$ cat config.mk
export PLATFORM = sky130hd
export DESIGN_NAME = sar_ctrl
export DESIGN_NICKNAME = d
export VERILOG_FILES = /design/src/rtl/sar_pkg.sv /design/src/rtl/sar_ptr.sv /design/src/rtl/sar_trial_reg.sv /design/src/rtl/sar_ctrl.sv
export SDC_FILE = /design/constraint.sdc
export NUM_CORES = 1
export LEC_CHECK = 0
export BUFFER_PORTS_ARGS = -buffer_cell sky130_fd_sc_hd__buf_2
export CAP_MARGIN = 5
export CORE_ASPECT_RATIO = 0.6
export CORE_MARGIN = 2
export CORE_UTILIZATION = 40
export DETAILED_ROUTE_END_ITERATION = 10
export HOLD_SLACK_MARGIN = 0.02
export SKIP_LAST_GASP = 1
export SLEW_MARGIN = 20
export SYNTH_ARGS = -nofsm -noshare
export SYNTH_HDL_FRONTEND = slang
export SYNTH_HIERARCHICAL = 1
export SYNTH_SLANG_ARGS = --single-unit
export TNS_END_PERCENT = 5
$ cat constraint.sdc
create_clock -name clk -period 1.74 [get_ports clk]
set_input_delay 0.261 -clock clk [delete_from_list [all_inputs] [get_ports clk]]
set_output_delay 0.261 -clock clk [all_outputs]
set_load 0.02 [all_outputs]
$ cat src/rtl/sar_pkg.sv
package sar_pkg;

    // Controller phase: waiting for a start, or walking the bits
    typedef enum logic {
        ST_IDLE = 1'b0,
        ST_CONV = 1'b1
    } sar_state_e;

endpackage

$ cat src/rtl/sar_ptr.sv
// Bit-position pointer: loads the MSB index, steps down once per decision
module sar_ptr #(
    parameter int N  = 10,
    parameter int PW = $clog2(N)
) (
    input  logic          clk,
    input  logic          rst,
    input  logic          load,
    input  logic          step,
    output logic [PW-1:0] ptr,
    output logic          last
);

    localparam logic [PW-1:0] TOP_IDX = PW'(N - 1);

    logic [PW-1:0] ptr_d, ptr_q;

    always_comb begin
        ptr_d = ptr_q;
        if (load) begin
            ptr_d = TOP_IDX;
        end else if (step && (ptr_q != '0)) begin
            ptr_d = ptr_q - PW'(1);
        end
    end

    always_ff @(posedge clk) begin
        if (rst) begin
            ptr_q <= '0;
        end else begin
            ptr_q <= ptr_d;
        end
    end

    assign ptr  = ptr_q;
    assign last = (ptr_q == '0);

endmodule

$ cat src/rtl/sar_trial_reg.sv
// Trial code register: applies keep/clear on the bit under test and arms the next one
module sar_trial_reg #(
    parameter int N  = 10,
    parameter int PW = $clog2(N)
) (
    input  logic          clk,
    input  logic          rst,
    input  logic          load,
    input  logic          decide,
    input  logic [PW-1:0] ptr,
    input  logic          comp_in,
    output logic [N-1:0]  code,
    output logic [N-1:0]  code_next
);

    localparam logic [N-1:0] MSB_ONLY = {1'b1, {(N-1){1'b0}}};

    logic [N-1:0] code_d, code_q;
    logic [N-1:0] decided;

    // One slice per bit: the tested bit takes the inverted comparator, the
    // bit just below it becomes the next trial, the rest hold.
    for (genvar gi = 0; gi < N; gi++) begin : g_bit
        always_comb begin
            if (int'(ptr) == gi) begin
                decided[gi] = ~comp_in;
            end else if (int'(ptr) == gi + 1) begin
                decided[gi] = 1'b1;
            end else begin
                decided[gi] = code_q[gi];
            end
        end
    end

    always_comb begin
        code_d = code_q;
        if (load) begin
            code_d = MSB_ONLY;
        end else if (decide) begin
            code_d = decided;
        end
    end

    always_ff @(posedge clk) begin
        if (rst) begin
            code_q <= '0;
        end else begin
            code_q <= code_d;
        end
    end

    assign code      = code_q;
    assign code_next = code_d;

endmodule

$ cat src/rtl/sar_ctrl.sv
// Successive approximation conversion controller (top)
module sar_ctrl #(
    parameter int N = 10
) (
    input  logic         clk,
    input  logic         rst,
    input  logic         start,
    input  logic         comp_in,
    output logic         busy,
    output logic [N-1:0] dac_code,
    output logic [N-1:0] data_out,
    output logic         eoc
);

    import sar_pkg::*;

    localparam int PW = (N > 1) ? $clog2(N) : 1;

    typedef struct packed {
        sar_state_e   state;
        logic         busy;
        logic         eoc;
        logic [N-1:0] result;
    } ctrl_t;

    ctrl_t d, q;

    logic          load;
    logic          decide;
    logic [PW-1:0] ptr;
    logic          last;
    logic [N-1:0]  code_q;
    logic [N-1:0]  code_d;

    sar_ptr #(.N(N), .PW(PW)) u_ptr (
        .clk  (clk),
        .rst  (rst),
        .load (load),
        .step (decide),
        .ptr  (ptr),
        .last (last)
    );

    sar_trial_reg #(.N(N), .PW(PW)) u_trial (
        .clk       (clk),
        .rst       (rst),
        .load      (load),
        .decide    (decide),
        .ptr       (ptr),
        .comp_in   (comp_in),
        .code      (code_q),
        .code_next (code_d)
    );

    always_comb begin
        d      = q;
        d.eoc  = 1'b0;
        load   = 1'b0;
        decide = 1'b0;
        unique case (q.state)
            ST_IDLE: begin
                if (start) begin
                    d.state = ST_CONV;
                    d.busy  = 1'b1;
                    load    = 1'b1;
                end
            end
            ST_CONV: begin
                decide = 1'b1;
                if (last) begin
                    d.state  = ST_IDLE;
                    d.busy   = 1'b0;
                    d.eoc    = 1'b1;
                    d.result = code_d;
                end
            end
            default: d.state = ST_IDLE;
        endcase
    end

    always_ff @(posedge clk) begin
        if (rst) begin
            q <= '{state: ST_IDLE, busy: 1'b0, eoc: 1'b0, result: '0};
        end else begin
            q <= d;
        end
    end

    assign busy     = q.busy;
    assign eoc      = q.eoc;
    assign data_out = q.result;
    assign dac_code = code_q;

endmodule

Yosys cells after proc, flatten, opt, wreduce, memory -nomap -nowiden
Index checks and enable logic that the tools add are counted.

cells by class
  add/subtract/negate cells = 1
  equality and inequality tests = 12
  multiplexer cells = 30
  bitwise gates (word level) = 2
  reduce and logical (&&, ||, !) cells = 9

operator list
  kind                                                                     count
  4-bit equality test, second input constant                               7
  1-bit 2-to-1 mux                                                         23
  10-bit 2-to-1 mux                                                        2
  13-bit 2-to-1 mux                                                        1
  4-bit by 3-bit equality test with 1-bit output, second input constant    2
  4-bit logical NOT                                                        2
  4-bit 2-to-1 mux                                                         2
  4-bit by 2-bit equality test with 1-bit output, second input constant    1
  2-bit one-hot mux with 2 select lines                                    1
  2-bit AND reduction                                                      2
  4-bit nonzero test                                                       1
  2-bit OR reduction                                                       2
  4-bit by 1-bit subtractor with 4-bit output, second input constant       1
  2-bit 2-to-1 mux                                                         1
  2-bit by 1-bit inequality test with 1-bit output, second input constant  1
  2-bit inequality test, second input constant                             1
  1-bit inverter                                                           2
  2-bit nonzero test                                                       1
  1-bit logical AND                                                        1

word-level totals
  flip-flop bits (word level) = 27
  input port bits = 4
  logic and storage cells = 61

Depth between registers and ports, before layout
Gate-level depths: netlist of run 1.

  depth after elaboration = 7
  gate-level depth with buffers = 7
  gate-level depth less buffers = 6

Hierarchy
The synthesis of run 1 kept the hierarchy.

modules (own cells, without submodules)
  module         instances  cells each  area an instance (µm²)  sequential area each (µm²)
  sar_trial_reg  1          71          629.4                   200.2
  sar_ctrl       1          56          584.3                   260.2
  sar_ptr        1          24          220.2                   80.1

Worst setup path after synthesis of run 1
No wires, ideal clock.

  kind = register to register
  start = reg u_ptr.ptr_q[0], in the netlist u_ptr/ptr[0]
  end = reg u_ptr.ptr_q[1], in the netlist u_ptr/ptr[1]
  setup time = 79 ps
  arrival = 1430 ps
  required time = 1661 ps
  setup slack = 231 ps
  stages on the path, launching flop included = 6
  path buffers = 0
  path through = dfxtp_1 > inv_1 > ha_1 > nor3b_2 > or3_1 > a211oi_2

on the way
  cells in the longest elaborated chain, start to end = 2
  elaborated cells on any way between the ends = 3
  those cells by class = 1 x add/sub; 2 x reduce/logical

RTL lines
  element                                                                                              RTL line       source
  start, declared                                                                                      sar_ptr.sv:16  logic [PW-1:0] ptr_d, ptr_q;
  start signal, assigned                                                                               sar_ptr.sv:31  ptr_q <= ptr_d;
  parallel branches: the longest is 2 deep, another holds 4-bit by 1-bit subtractor with 4-bit output  --

Several ways; the timed one is not identified.
A chain may end at the register's enable or synchronous reset.

Worst setup path in the final report of run 1
  start = reg q[12] in the netlist's numbering
  end = reg q (netlist bit data_out[9])

on the way
  cells in the longest elaborated chain, start to end = 3
  elaborated cells on any way between the ends = 5
  those cells by class = 4 x mux; 1 x reduce/logical

RTL lines
  element                 RTL line             source
  start, declared         sar_ctrl.sv:26       ctrl_t d, q;
  start signal, assigned  sar_ctrl.sv:83       q <= '{state: ST_IDLE, busy: 1'b0, eoc: 1'b0, result: '0};
  1-bit 2-to-1 mux        sar_ctrl.sv:60       unique case (q.state)
  10-bit 2-to-1 mux       sar_trial_reg.sv:39  end else if (decide) begin
  10-bit 2-to-1 mux (*)   sar_trial_reg.sv:37  if (load) begin
  named net code_d[9]     sar_ctrl.sv:33       logic [N-1:0] code_d;

The timed path passes the listed nets; every way through them passes the cells marked *.

==> reports/results.tsv, run 1 <==
metric	value	unit
DR DRC count	0	
Hold Violations, Final	0	
DR iter-0 viols	63	
number of global-route vias before repair	1097	
Comb power frac	22.8	%
CTS Buf Count	3	
WL/cell	14.38	microns
Clk pwr share	27.6	%
Pins Over Slew Limit	0	
critical-path cell list	nand2b_2, inv_1, a311oi_1, nor2_1, nand3_1, a21oi_2	
total track usage	17.30	%
Nets	188	
reg2reg setup slack	130	ps
maxcap violations	0	
fmax	620.4	MHz
vias	1207	
IO Count	26	
critical path's slowest cell	a311oi_1	
post-layout util	51.05	%
die height	50.38	microns
GPL Wtd Cong	0.7914	
Die ar.	0.004095	sq mm
H-tree depth	1	
post-route cell area	0.001707	sq mm
status	complete, no violations	
crit path max fanout	11	
share of power burned in registers	49.7	%
Ys Warns	6	
clock slew at reported path FFs	90	ps
Syn Area/Cell	9.496	sq um
Hold Crit Start	start	
Slew HR	68.31	%
FF-to-FF Start	q[12]	
Gate Count Post-Synth	151	
largest net degree at the start of global routing	37	
RSZ-0062 raised after global routing	true	
Sw Pwr	0.0003899	W
port bufs	25	
Setup crit start	q[12]	
CP arrival	1770	ps
wirelength, routed	3265	microns
sequential fraction of the synthesis area	37.70	%
root buffer cell	clkbuf_8	
first-pass GRT wire length	5333	microns
minimum hold slack	267.0	ps
switching portion of total power	29.76	%
Post-CTS Hold Fix Bufs	0	
Pleak	0.6750	nW
Post-synth EDFFs	0	
Hold Crit Class	in2reg	
share of cells above drive strength 1	36.81	%
Core Footprint	0.003343	sq mm
CP Data Required Time	1890	ps
Area Growth Syn to Fin	19.02	%
setup_tns	0	ps
initial antenna violation count	0	
CP max stage delay	420	ps
starting density of the core	42.89	%
CP startpoint kind	flip-flop	
R2R depth	6	
R2R Path End	data_out[9]	
CTS tree	built	
chip width	81.30	microns
clk_lat worst skew	270	ps
Fillers	317	
Async SR Flop Fraction	0	%
drt via density	5.317	
Worst Tran Pin Value	475.4	ps
Placed Area	0.001624	sq mm
hpwl dp	2198	microns
syn_nets	156	
Synth Flop Type	dfxtp_1	
power per cell area	767.6	mW/mm^2
Peak supply drop	0.3591	mV
Setup violations, final	0	
drt pass-1 iters	4	
Hold Path Depth	3	
Int Power	0.0009201	W
clock skew	2.658	ps
Congestion Overflow GR	0	
Clock Sinks	27	
fin crit share	92.64	%
# rows	16	
synth unique cells	42	
diode count	0	
CP endpoint	data_out[9]	
Max Root-Sink Buffers	2	
minimum clock period	1612	ps
worst setup path category	reg2reg	
post-route ant nets	0	
CP endpoint kind	flip-flop	
Seq cells post-synth	27	
synthesized cell area	0.001434	sq mm
registers in the layout (all words and copies together), names as in the netlist:
name	flops
eoc	1
u_ptr/ptr	4
u_trial/code	10
busy	1
q	1
data_out	10
power by group through the flow:
stage          Combinational, W  Clock, W  Sequential (W)
6_report               0.000298  0.000361        0.000651
3_3_place_gp           0.000264         0        0.000663
4_1_cts                0.000274  0.000378        0.000651
3_5_place_dp           0.000268         0        0.000664
5_1_grt                0.000328  0.000396        0.000653
2_1_floorplan          0.000173         0        0.000686
cells in the mapped netlist (all sizes together) (2+ instances only):
master	count	area share, %
clkbuf	2	0.52
a21bo	10	7.0
dfxtp	27	38
nor3	7	2.4
a221oi	2	1.7
nand2	2	0.52
a31oi	3	1.3
and2	2	0.96
nand2b	4	1.9
or3	2	0.87
inv	6	1.6
nand3	11	3.8
nor3b	2	1.4
o21ai	2	0.70
mux2i	6	4.2
nor2	16	4.2
nor4b	2	2.1
buf	9	4.5
nor2b	4	1.7
a21oi	14	7.5
nor4	5	3.1
worst max-delay path, delay by kind of cell, from the launching register on:
kind / cells / cell delay [ps]
AOI/OAI and AO/OA: 2 / 480
buffers and inverters: 1 / 190
DFF: 1 / 400
and+or+nand+nor: 3 / 410
repair_timing:
| item | CTS | global route |
|---|---|---|
| gates resized for setup | 1 | 0 |
| endpoints found under the setup margin | 6 | 7 |
| setup buffers | 0 | 4 |
metal layers:
metal  up-vias  part of all wire [%]  track usage, %
met5         -                     0               0
met4         0                  0.86           6.497
met3         2                   4.4           3.777
met2        34                    45           26.50
met1       570                    49           23.78
li1        601                     -               -
how the worst min path moves through the flow:
stage                   to  slack, ps
3_3_place_gp          busy        460
4_1_cts              q[12]        260
6_report             q[12]        270
2_1_floorplan  data_out[0]        320
5_1_grt              q[12]        270
3_5_place_dp          busy        470
through the flow:
stage,total power (W),setup slack [ps],std cells
2_1_floorplan,0.0008595,231.2,151
3_3_place_gp,0.0009266,24.54,219
3_5_place_dp,0.0009318,-57.74,219
4_1_cts,0.001302,94.31,223
5_1_grt,0.001377,-15.43,227
6_report,0.001310,128.1,227
area by class of cell:
class	count	area, sq um	area share, %
clock buffer	3	41.29	2.419
timing repair buffer	38	235.2	13.78
clock inverter	1	5.005	0.2933
sequential	27	540.5	31.67
inverter	6	22.52	1.320
multi-input combinational	107	805.8	47.21
tap	45	56.30	3.299
kinds of logic (layout without fill, tap and decap cells):
kind of cell / count (synthesis) / count (layout) / synth area share, %
flops: 27 / 27 / 37.70
simple gates: 65 / 65 / 29.49
fa+ha+maj: 1 / 1 / 0.8725
mux: 6 / 6 / 4.189
compound gates: 34 / 34 / 20.07
buf+inv: 17 / 48 / 6.545
xor+xnor: 1 / 1 / 1.135
cells in the final DEF, fill, tap and decap left out, types with 2 or more instances in the layout:
master / n
dfxtp_1: 27
buf_2: 25
nor2_1: 16
buf_4: 12
nand3_1: 11
a21bo_1: 10
a21oi_2: 10
nor3_1: 7
inv_1: 6
mux2i_1: 6
a21oi_1: 4
nor2b_1: 4
nand2b_1: 3
clkbuf_8: 3
a31oi_1: 3
nor4_1: 3
or3_1: 2
o21ai_0: 2
nand2_1: 2
nor4b_2: 2
nor4_2: 2
No activity file was read; power rests on OpenSTA's default activity.
==> inputs of run 2 (changes only) <==
SYNTH_HIERARCHICAL = not set   (was 1)
==> run 2 against run 1 <==
Effect of this change: fmax is 1.2% lower; clock power barely moved; largest cell class unchanged; hold slack worse by 38 ps; sequential power increased by 3.5%; utilization fell by 1.6 points; critical path type unchanged; clock-buffer cell count did not move; power down 1.9%.
==> reports/results.tsv, run 2 <==
metric	value	unit
WL/cell	14.17	microns
share of cells above drive strength 1	31.03	%
CP arrival	1790	ps
CP max stage delay	440	ps
clock skew	6.213	ps
fin worst setup slack	108.5	ps
worst slack at placement	83.45	ps
Post-synth top cells	dfxtp_1, nor2_1, a31oi_1, a211oi_1	
Clock Sinks	27	
Pins Over Slew Limit	0	
Synth top area share	45.14	%
FF-to-FF Start	u_ptr.ptr[0]	
Peak supply drop	0.5163	mV
power consumption	0.001285	W
chip width	74.64	microns
diode count	0	
Worst Tran Pin Value	634.3	ps
CP endpoint kind	flip-flop	
Gate Count Post-Synth	122	
Fillers	297	
sequential fraction of the synthesis area	45.14	%
commonest non-fill, non-tap cell in the layout	dfxtp_1	
Post-CTS Setup Inserts	0	
Hold Crit Class	in2reg	
root buffer cell	clkbuf_8	
Comb power frac	19.2	%
hpwl dp	1967	microns
Congestion Overflow GR	0	
starting density of the core	41.97	%
IO Count	26	
main area contributors after synthesis	dfxtp_1, a211oi_1, a31oi_1, ha_1, a311oi_1	
CTS Buf Count	3	
Post-CTS Hold Fix Bufs	0	
Clk pwr share	28.4	%
Placed Area	0.001353	sq mm
power per cell area	911.2	mW/mm^2
number of global-route vias before repair	891	
Core Footprint	0.002853	sq mm
Nets	154	
Async SR Flop Fraction	0	%
reg2reg setup slack	110	ps
Syn Area/Cell	9.815	sq um
Setup violations, final	0	
clk_lat worst skew	280	ps
initial antenna violation count	0	
R2R Path End	u_ptr.ptr[3]	
DR iter-0 viols	24	
fin crit share	93.77	%
leading cell type by number of instances after synthesis	dfxtp_1	
CTS tree	built	
fmax	612.9	MHz
share of power burned in registers	52.5	%
die height	46.38	microns
largest net degree at the start of global routing	20	
most frequent cells in the layout	dfxtp_1, buf_2, nor2_1	
setup_tns	0	ps
leading area contributor after synthesis	dfxtp_1	
syn_nets	130	
DR DRC count	0	
synth unique cells	35	
GPL Wtd Cong	0.7866	
minimum clock period	1632	ps
Int Power	0.0009095	W
drt via density	5.144	
RSZ-0062 raised after global routing	true	
CP endpoint	u_ptr.ptr[3]	
CP Depth	5	
wirelength, routed	2650	microns
Max Root-Sink Buffers	2	
Post-synth EDFFs	0	
R2R depth	5	
first-pass GRT wire length	4188	microns
H-tree depth	1	
Synth Flop Type	dfxtp_1	
CP startpoint kind	flip-flop	
Ys Warns	0	
CP Data Required Time	1900	ps
Seq cells post-synth	27	
status	complete, no violations	
Hold Violations, Final	0	
worst setup path category	reg2reg	
crit path max fanout	6	
Sw Pwr	0.0003754	W
Setup crit start	u_ptr.ptr[0]	
port bufs	25	
maxcap violations	0	
post-route cell area	0.001410	sq mm
Die ar.	0.003462	sq mm
Top delay family on crit path	simple AND/OR/NAND/NOR gates	
crit path buf inv count	1	
switching portion of total power	29.22	%
Slew HR	57.71	%
drt pass-1 iters	4	
critical path's slowest cell	or3b_4	
post-layout util	49.43	%
# rows	15	
post-route ant nets	0	
vias	962	
clock slew at reported path FFs	100	ps
total track usage	16.38	%
synthesized cell area	0.001197	sq mm
Pleak	0.5930	nW
critical-path cell list	inv_1, ha_1, or3b_4, a211oi_1, nor4_2	
Area Growth Syn to Fin	17.76	%
-- run 2: cell types whose count changed after synthesis, moves of 3 or more --
cell,change
buf_4,-5
nor4_1,-3
a21bo_1,-10
a21oi_2,-10
a31oi_1,+5
mux2i_1,-3
and3_1,+4
nand3_1,-11
ha_1,+3
a311oi_1,+4
a211oi_1,+7
o32ai_1,+3
nor2_1,-6
-- run 2: repair_timing --
action / CTS / global route
endpoints found under the setup margin: 0 / 4
endpoints found under the hold margin: 0 / 0
gates resized for setup: 0 / 2
-- run 2: logic make-up after synthesis --
family                   Yosys count  share of synthesized area, %
flip-flops                        27                         45.14
AO/OA/AOI/OAI                     31                         19.02
buffers and inverters             15                         7.000
AND/OR/NAND/NOR                   41                         21.21
multiplexers                       4                         3.448
adder cells (fa/ha/maj)            4                         4.180
-- run 2: metrics by stage --
stage | cells | hold slack, ps
2_1_floorplan | 122 | 353.4
3_3_place_gp | 183 | 469.8
3_5_place_dp | 183 | 474.8
4_1_cts | 187 | 224.2
5_1_grt | 187 | 225.8
6_report | 187 | 228.8
-- run 2: area by class of cell --
cell class	count	area [sq um]	share of cell area, %
clock buffer	3	41.29	2.928
clock inverter	1	7.507	0.5324
inverter	5	18.77	1.331
multi-input combinational	80	581.8	41.26
sequential	27	540.5	38.33
tap	42	52.55	3.727
timing repair buffer	29	167.7	11.89
-- run 2: worst min path at each step --
stage / startpoint / end / slack (ps) / cells past startpoint
5_1_grt: comp_in / data_out[0] / 230 / 2
6_report: comp_in / u_trial.code[0] / 230 / 2
3_3_place_gp: data_out[6] / data_out[6] / 470 / 2
4_1_cts: comp_in / data_out[0] / 220 / 2
3_5_place_dp: data_out[6] / data_out[6] / 470 / 2
2_1_floorplan: comp_in / data_out[0] / 350 / 1
-- run 2: metal layers --
metal  global-route usage (%)  vias up  routed length, microns
met4                    4.286        0                      22
li1                         -      491                       -
met5                        0        -                       0
met3                    5.252        2                      95
met2                    24.42       16                    1111
met1                    22.94      453                    1421
-- run 2: power groups by stage --
stage	Clock (W)	Sequential [W]	Combinational [W]
after detailed placement	0	0.000688	0.000238
final	0.000364	0.000674	0.000246
after CTS	0.000377	0.000673	0.000238
after global routing	0.000398	0.000680	0.000269
after floorplan	0	0.000701	0.000165
after global placement	0	0.000686	0.000233
